## src/rtl/cop_port_pkg.sv

```systemverilog
package cop_port_pkg;
  typedef enum logic [1:0] {
    SEL_PTR_LO = 2'd0,
    SEL_PTR_HI = 2'd1,
    SEL_DATA   = 2'd2,
    SEL_CTRL   = 2'd3
  } regSel_t;

  localparam int BIT_RUN  = 0;
  localparam int BIT_STEP = 1;
  localparam int BIT_BELL = 2;
  localparam int BIT_EVT0 = 3;
  localparam int NUM_EVT  = 2;

  typedef struct packed {
    logic ldLo;
    logic ldHi;
    logic dataWr;
    logic dataAcc;
  } dpStrobe_t;
endpackage

```

## src/rtl/cop_port_ctrl.sv

```systemverilog
module cop_port_ctrl
  import cop_port_pkg::*;
(
  input  logic                clk,
  input  logic                rstN,
  input  logic [1:0]          hostSel,
  input  logic                hostWrEn,
  input  logic                hostRdEn,
  input  logic [7:0]          hostWdata,
  input  logic [NUM_EVT-1:0]  evtSet,
  input  logic [15:0]         curAddr,
  input  logic [7:0]          ramData,
  output dpStrobe_t           strobe,
  output logic [7:0]          hostRdata,
  output logic                runQ,
  output logic                autoIncQ,
  output logic                bellQ,
  output logic [NUM_EVT-1:0]  evtFlags
);
  logic ctrlWr;
  logic [7:0] statusWord;

  assign ctrlWr = hostWrEn && (hostSel == SEL_CTRL);

  always_comb begin
    strobe.ldLo    = hostWrEn && (hostSel == SEL_PTR_LO);
    strobe.ldHi    = hostWrEn && (hostSel == SEL_PTR_HI);
    strobe.dataWr  = hostWrEn && (hostSel == SEL_DATA);
    strobe.dataAcc = (hostWrEn || hostRdEn) && (hostSel == SEL_DATA);
  end

  always_ff @(posedge clk) begin
    if (!rstN) begin
      runQ     <= 1'b0;
      autoIncQ <= 1'b0;
      bellQ    <= 1'b0;
    end else begin
      bellQ <= ctrlWr && hostWdata[BIT_BELL];
      if (ctrlWr) begin
        runQ     <= hostWdata[BIT_RUN];
        autoIncQ <= hostWdata[BIT_STEP];
      end
    end
  end

  for (genvar e = 0; e < NUM_EVT; e++) begin : g_evt
    always_ff @(posedge clk) begin
      if (!rstN)
        evtFlags[e] <= 1'b0;
      else if (evtSet[e])
        evtFlags[e] <= 1'b1;
      else if (ctrlWr && hostWdata[BIT_EVT0 + e])
        evtFlags[e] <= 1'b0;
    end
  end

  always_comb begin
    statusWord = '0;
    statusWord[BIT_RUN]  = runQ;
    statusWord[BIT_STEP] = autoIncQ;
    statusWord[BIT_EVT0 +: NUM_EVT] = evtFlags;
  end

  always_comb begin
    unique case (hostSel)
      SEL_PTR_LO: hostRdata = curAddr[7:0];
      SEL_PTR_HI: hostRdata = curAddr[15:8];
      SEL_DATA:   hostRdata = ramData;
      default:    hostRdata = statusWord;
    endcase
  end
endmodule

```

## src/rtl/cop_port_dp.sv

```systemverilog
module cop_port_dp
  import cop_port_pkg::*;
#(
  parameter int RAM_AW = 8
) (
  input  logic              clk,
  input  logic              rstN,
  input  dpStrobe_t         strobe,
  input  logic              autoInc,
  input  logic [7:0]        hostWdata,
  input  logic              copWrEn,
  input  logic [RAM_AW-1:0] copWrAddr,
  input  logic [7:0]        copWrData,
  output logic [15:0]       curAddr,
  output logic [7:0]        ramData
);
  localparam int RAM_DEPTH = 1 << RAM_AW;

  logic [7:0] mem [RAM_DEPTH];
  logic [RAM_AW-1:0] idx;

  assign idx     = curAddr[RAM_AW-1:0];
  assign ramData = mem[idx];

  always_ff @(posedge clk) begin
    if (!rstN)
      curAddr <= '0;
    else if (strobe.ldLo)
      curAddr[7:0] <= hostWdata;
    else if (strobe.ldHi)
      curAddr[15:8] <= hostWdata;
    else if (strobe.dataAcc && autoInc)
      curAddr <= curAddr + 16'd1;
  end

  always_ff @(posedge clk) begin
    if (strobe.dataWr)
      mem[idx] <= hostWdata;
    if (copWrEn && !(strobe.dataWr && copWrAddr == idx))
      mem[copWrAddr] <= copWrData;
  end
endmodule

```

## src/rtl/cop_ram_port.sv

```systemverilog
module cop_ram_port
  import cop_port_pkg::*;
#(
  parameter int RAM_AW = 8
) (
  input  logic              clk,
  input  logic              rstN,
  input  logic [1:0]        hostSel,
  input  logic              hostWrEn,
  input  logic              hostRdEn,
  input  logic [7:0]        hostWdata,
  output logic [7:0]        hostRdata,
  output logic              hostIrq,
  output logic              copRun,
  output logic              copDoorbell,
  input  logic              copEvt0Set,
  input  logic              copEvt1Set,
  input  logic              copWrEn,
  input  logic [RAM_AW-1:0] copWrAddr,
  input  logic [7:0]        copWrData
);
  dpStrobe_t strobe;
  logic [15:0] curAddr;
  logic [7:0] ramData;
  logic autoIncQ;
  logic [NUM_EVT-1:0] evtFlags;

  cop_port_ctrl u_ctrl (
    .clk(clk), .rstN(rstN), .hostSel(hostSel), .hostWrEn(hostWrEn),
    .hostRdEn(hostRdEn), .hostWdata(hostWdata),
    .evtSet({copEvt1Set, copEvt0Set}), .curAddr(curAddr), .ramData(ramData),
    .strobe(strobe), .hostRdata(hostRdata), .runQ(copRun),
    .autoIncQ(autoIncQ), .bellQ(copDoorbell), .evtFlags(evtFlags)
  );

  cop_port_dp #(.RAM_AW(RAM_AW)) u_dp (
    .clk(clk), .rstN(rstN), .strobe(strobe), .autoInc(autoIncQ),
    .hostWdata(hostWdata), .copWrEn(copWrEn), .copWrAddr(copWrAddr),
    .copWrData(copWrData), .curAddr(curAddr), .ramData(ramData)
  );

  assign hostIrq = |evtFlags;
endmodule

```

## config.mk

```make
export PLATFORM = sky130hd
export DESIGN_NAME = cop_ram_port
export DESIGN_NICKNAME = d
export VERILOG_FILES = /design/src/rtl/cop_port_pkg.sv /design/src/rtl/cop_port_ctrl.sv /design/src/rtl/cop_port_dp.sv /design/src/rtl/cop_ram_port.sv
export SDC_FILE = /design/constraint.sdc
export NUM_CORES = 2
export LEC_CHECK = 0
export BUFFER_PORTS_ARGS = -buffer_cell sky130_fd_sc_hd__buf_2
export CORE_ASPECT_RATIO = 0.7
export CORE_MARGIN = 3
export CORE_UTILIZATION = 60
export DETAILED_ROUTE_END_ITERATION = 6
export PLACE_DENSITY_LB_ADDON = 0.08
export SYNTH_ARGS = -nofsm -noshare
export SYNTH_HDL_FRONTEND = slang
export SYNTH_SLANG_ARGS = --single-unit
```

## constraint.sdc

```tcl
create_clock -name clk -period 3.8 [get_ports clk]
set_clock_uncertainty 0.15 [all_clocks]
set_input_delay 0.95 -clock clk [delete_from_list [all_inputs] [get_ports clk]]
set_output_delay 0.95 -clock clk [all_outputs]
set_load 0.02 [all_outputs]
```

### Word-level counts from Yosys, hierarchy flattened

Memory sizes are Yosys's and may differ from the RTL's. A register that Yosys moved wholly into a read port is not among the register bits.
Index checks and enable logic that the tools add are counted.

| word-level totals | value |
|---|---|
| register bits | 21 |
| output and inout bits | 11 |
| word-level logic and storage cells | 51 |
| bits of input ports | 33 |
| memories | 1 |
| RAM bits | 2,048 |

| operators by class | value |
|---|---|
| eq/ne operators | 5 |
| reductions and logical operators | 21 |
| add/sub/neg operators | 1 |
| bitwise operators | 1 |
| multiplexer cells | 15 |

Memory list:

| memory | depth | bits a word | read ports | clocked after memory_dff | write ports | line | RTL |
|---|---|---|---|---|---|---|---|
| u_dp.mem | 256 | 8 | 1 | 1 | 2 | cop_port_dp.sv:19 | `logic [7:0] mem [RAM_DEPTH];` |

Operator list:

| cell | count |
|---|---|
| two-way mux 8 bit | 5 |
| case mux 8 bit (3 select lines) | 1 |
| adder 16 x 1 -> 16 bit (second input constant) | 1 |
| two-way mux 16 bit | 1 |
| logical AND 1 bit | 11 |
| equality test 8 bit | 1 |
| two-way mux 1 bit | 8 |
| nonzero test 2 bit | 4 |
| equality test 2 bit (second input constant) | 2 |
| AND reduction 2 bit | 2 |
| equality test 2 x 1 -> 1 bit (second input constant) | 1 |
| logical NOT 2 bit | 1 |
| != test 2 x 1 -> 1 bit (second input constant) | 1 |
| OR reduction 2 bit | 1 |
| logical NOT 1 bit | 1 |
| logical OR 1 bit | 1 |
| NOT 1 bit | 1 |

### Logic depth before layout (Yosys ltp)

| depth | value |
|---|---|
| depth after elaboration | 8 |
| depth in mapped cells | 14 |

### By module

From an unflattened synthesis, not the netlist that was laid out.

| second synthesis, totals | value |
|---|---|
| cells, all modules | 6,972 |
| area total of the unflattened synthesis | 109,383.7 um2 |

By module, submodules not included:

| module | area each (um2) | times used | cells each |
|---|---|---|---|
| cop_port_dp | 108,972.0 | 1 | 6,932 |
| cop_port_ctrl | 405.4 | 1 | 39 |
| cop_ram_port | 6.3 | 1 | 1 |

### Worst setup path before layout

Ideal clock, no wire load.

| timing | value |
|---|---|
| path type | reg2out |
| start point | register with a tool-made name |
| end point | output hostRdata[2] |
| cell stages (with the launch flop) | 13 |
| buffers on the path | 5 |
| arrival time | 2.432 ns |
| setup slack | 0.268 ns |
| cell sequence | dfxtp_1 -> buf_6 -> buf_12 -> buf_12 -> buf_6 -> buf_6 -> mux2i_1 -> o221ai_1 -> nor2_1 -> o311a_1 -> a211oi_1 -> nor3_1 -> nor3_1 |

RTL lines:

| element | line | RTL |
|---|---|---|
| end: declaration | cop_ram_port.sv:12 | `output logic [7:0] hostRdata,` |

==> out/metrics.yaml <==
synthFlopType: "edfxtp_1"
syn_area_um2: 109000
synth_top_family_by_area: "multiplexers"
cts.sinks: 2077
fill_cells: 11717
yosys.area_share.simple_pct: 3.25
grt_max_degree: 114
io_buffers: 43
track_usage_pct: 39.9
yosysWarnings: 0
synthArstFlopShare_pct: 0
die_area_um2: 186000
antenna_found_initial: 12
grt_pass1_wl_um: 533000
hold_viol_final: 0
timing.hold.ws_ns: 0.167
reg2reg_slack_ns: 0.42
r2r_start: "u_dp.curAddr[3]"
p_sw_uw: 11600
hp-start: "copEvt0Set"
startpoint_type: "flip-flop"
synth-edff-count: 2048
firstDrtPassIters: 6
htreeDepth: 4
drtIter0Drc: 11492
drive_gt1_share_pct: 55.8
syn_nets: 6980
setup_viol: 8
initial_core_util_pct: 60.5
routed_via_density: 7.22
wl_um: 375000
routedWlPerCell_um: 36.9
crit_fanout: 7
grt_overflow: 0
cts_root_buffer: "clkbuf_16"
post-route-drc-count: 0
pre_cts_ws_ns: -1.22
cts_tree: "built"
ant_nets: 0
path_class: "reg -> out"
p_per_area_nw_per_um2: 390
rsz0062_at_grt: "yes"
clock_path_buffers: 3
synth-compound-area-share_pct: 3.96
power_leakage_uw: 0.0420
cts_buffers: 198
clock_latency_ns: 0.84
ys_seq_area_share_pct: 57.1
power.share.sequential_pct: 50.3
pwr-share-clk_pct: 40.7
fin_ws_ns: -1.26
reg2reg_to: "u_dp.mem[209][5]"
cp.arrival_ns: 3.96
die_w_um: 515
intPower_uw: 38500
swShare_pct: 23.2
comb_power_share_pct: 8.9
synth_cell_type_count: 67
finalMaxSlewViolations: 0
synthAdderAreaFrac_pct: 0.0460
critPathRequiredTime_ns: 2.70
min_path_cells: 3
drv_cap: 0
die_h_um: 362
cp-end-kind: "output pin"
ys_ff_latch: 2077
syn_to_final_growth_pct: 18.3
nNetsFinal: 7651
slew_headroom_pct: 15.9
synth_xor_area_share_pct: 0.0645
ir_drop_mv: 0.503
dp_hpwl_um: 238000
place_congestion: 0.988
fin_crit_ns: 5.06
vias: 73395
synth.area.mux_share_pct: 32.4
hold_end: "u_ctrl.evtFlags[0]"
syn_area_per_cell_um2: 15.7
outcome: "complete, but fails checks"
cts.clk_slew.worst_paths_ns: 0.07
syn_inst: 6943
core-area_um2: 180000
hold_path.class: "in -> reg"
grt_pass1_vias: 70404
rr_worst_depth: 7
tightest_slew_ns: 1.26
num_rows: 130
violations: "setup timing"
fmaxAchievable_ghz: 0.197
min_period_over_period_pct: 133
holdBufCountCts: 0
ios: 44
-- power groups by stage --
stage / logic, µW / clock network, µW / registers (µW)
2_1_floorplan: 2440 / 0 / 25700
3_3_place_gp: 4010 / 0 / 25700
3_5_place_dp: 4100 / 0 / 25700
4_1_cts: 4320 / 20500 / 25200
5_1_grt: 4610 / 21400 / 25200
6_report: 4470 / 20400 / 25200
-- final cells by class --
cell class | count | area [µm²] | area share, %
Sequential cell | 2077 | 62100 | 48.3
Multi-Input combinational cell | 4088 | 44100 | 34.3
Clock inverter | 111 | 1140 | 0.886
Tap cell | 2376 | 2970 | 2.31
Inverter | 8 | 35.0 | 0.0273
Antenna cell | 10 | 25.0 | 0.0195
Clock buffer | 251 | 5330 | 4.15
Timing Repair Buffer | 1241 | 12800 | 9.97
-- critical path, cell delays in order (launching register included) --
cell,delay (ns)
dfxtp_4,0.38
buf_12,0.14
buf_16,0.15
buf_12,0.14
buf_16,0.14
buf_12,0.14
mux4_2,0.50
o211ai_1,0.39
nand3_1,0.23
o21ai_2,0.25
o2111a_1,0.27
buf_12,0.14
a21oi_4,0.09
buf_6,0.14
-- repair_timing --
action | in CTS | in global routing
gates cloned | 16 | 0
setup buffers | 36 | 5
pin swaps | 42 | 22
endpoints found under the setup margin | 8 | 8
resized for setup | 192 | 49
endpoints found under the hold margin | 0 | 0
-- cell usage after synthesis, drive strengths merged (4+ instances only) --
master   number  area (µm²)
o211ai       14         105
nor3         50         270
mux2       2052       23100
a2bb2oi       4        35.0
dfxtp        29         581
edfxtp     2048       61500
a31oi        32         200
nand4        10        62.6
nand3        53         265
mux2i       191        1910
o21a          4        30.0
and3          7        43.8
o311ai        4        35.0
xnor2         8        70.1
o2111a        4        45.0
nor2b        42         263
nand2       261        1110
buf         174        1170
inv           7        26.3
o21ai       137         686
ha            4        50.1
o221ai       53         464
a211o         4        35.0
mux4        452       10200
clkbuf      596        2240
nor4         10        62.6
nor2        248        1230
a211oi       32         240
a22oi        63         473
and2         10        62.6
o22ai       188        1180
a22o          6        52.6
nand2b        9        56.3
a21oi        94         470
a32oi         6        52.6
or2           6        37.5
a221oi        7        61.3
-- cell usage in the layout (no fill, tap or decap), types with 11 or more instances in the layout --
cell type and instances:
edfxtp_1 2048, mux2_2 2029, buf_4 934, mux4_2 452, buf_12 211, clkbuf_16 205
nand2_1 189, mux2i_1 185, o22ai_1 182, nor2_2 123, o21ai_0 122, nor2_1 121
a21oi_1 77, nand2_2 69, a22oi_1 55, clkinv_1 45, clkbuf_1 43, o221ai_1 42
nor2b_1 40, nand3_1 36, nor3_1 29, a211oi_1 27, clkinv_2 27, a31oi_1 26
buf_6 26, dfxtp_1 24, mux2_1 23, bufinv_16 22, buf_16 22, buf_2 20
buf_8 19, nand3_2 15, o211ai_1 14, a21oi_2 12, nor3_2 11
-- worst max path at each step --
stage	start	endpoint	depth (start not counted)
2_1_floorplan	flip-flop	hostRdata[2]	12
3_3_place_gp	flip-flop	hostRdata[7]	13
3_5_place_dp	flip-flop	hostRdata[7]	13
4_1_cts	flip-flop	hostRdata[0]	13
5_1_grt	flip-flop	hostRdata[0]	13
6_report	flip-flop	hostRdata[0]	13
-- state kept, by name (all words and copies together), names as in the netlist, named ones only --
signal and cells:
u_dp.mem 2048, u_ctrl.autoIncQ 1, u_ctrl.runQ 1, u_ctrl.evtFlags 2, u_dp.curAddr 16, u_ctrl.bellQ 1
-- metal layers --
metal  track usage, %  wire length, µm  up-vias
met3             12.9            54700      782
met4             14.5            15700        8
met1             59.4           147000    37881
met2             55.0           157000     5717
li1                 -                -    29007
met5            0.724              234        -
-- per-stage QoR --
step | utilization, % | area (µm²) | power, µW | instances | TNS, ns
CTS | 71.4 | 128000 | 50000 | 10147 | -9.47
global route | 71.5 | 129000 | 51300 | 10155 | -9.86
floorplan | - | 109000 | 28200 | 6943 | 0
global placement | 66.8 | 120000 | 29700 | 9735 | -18.78
detailed placement | 66.8 | 120000 | 29800 | 9735 | -63.20
finish | 71.5 | 129000 | 50100 | 10162 | -9.54
-- kinds of logic (layout without fill, tap and decap cells) --
group	after synthesis	in the layout
AOI/OAI and AO/OA	666	666
xor gates and xnor gates	8	8
adders and majority gates	4	4
buffers and inverters	778	1611
DFF	2077	2077
muxes	2695	2695
other	0	10
and+or+nand+nor	715	715
Power figures use the tool's default switching activity.
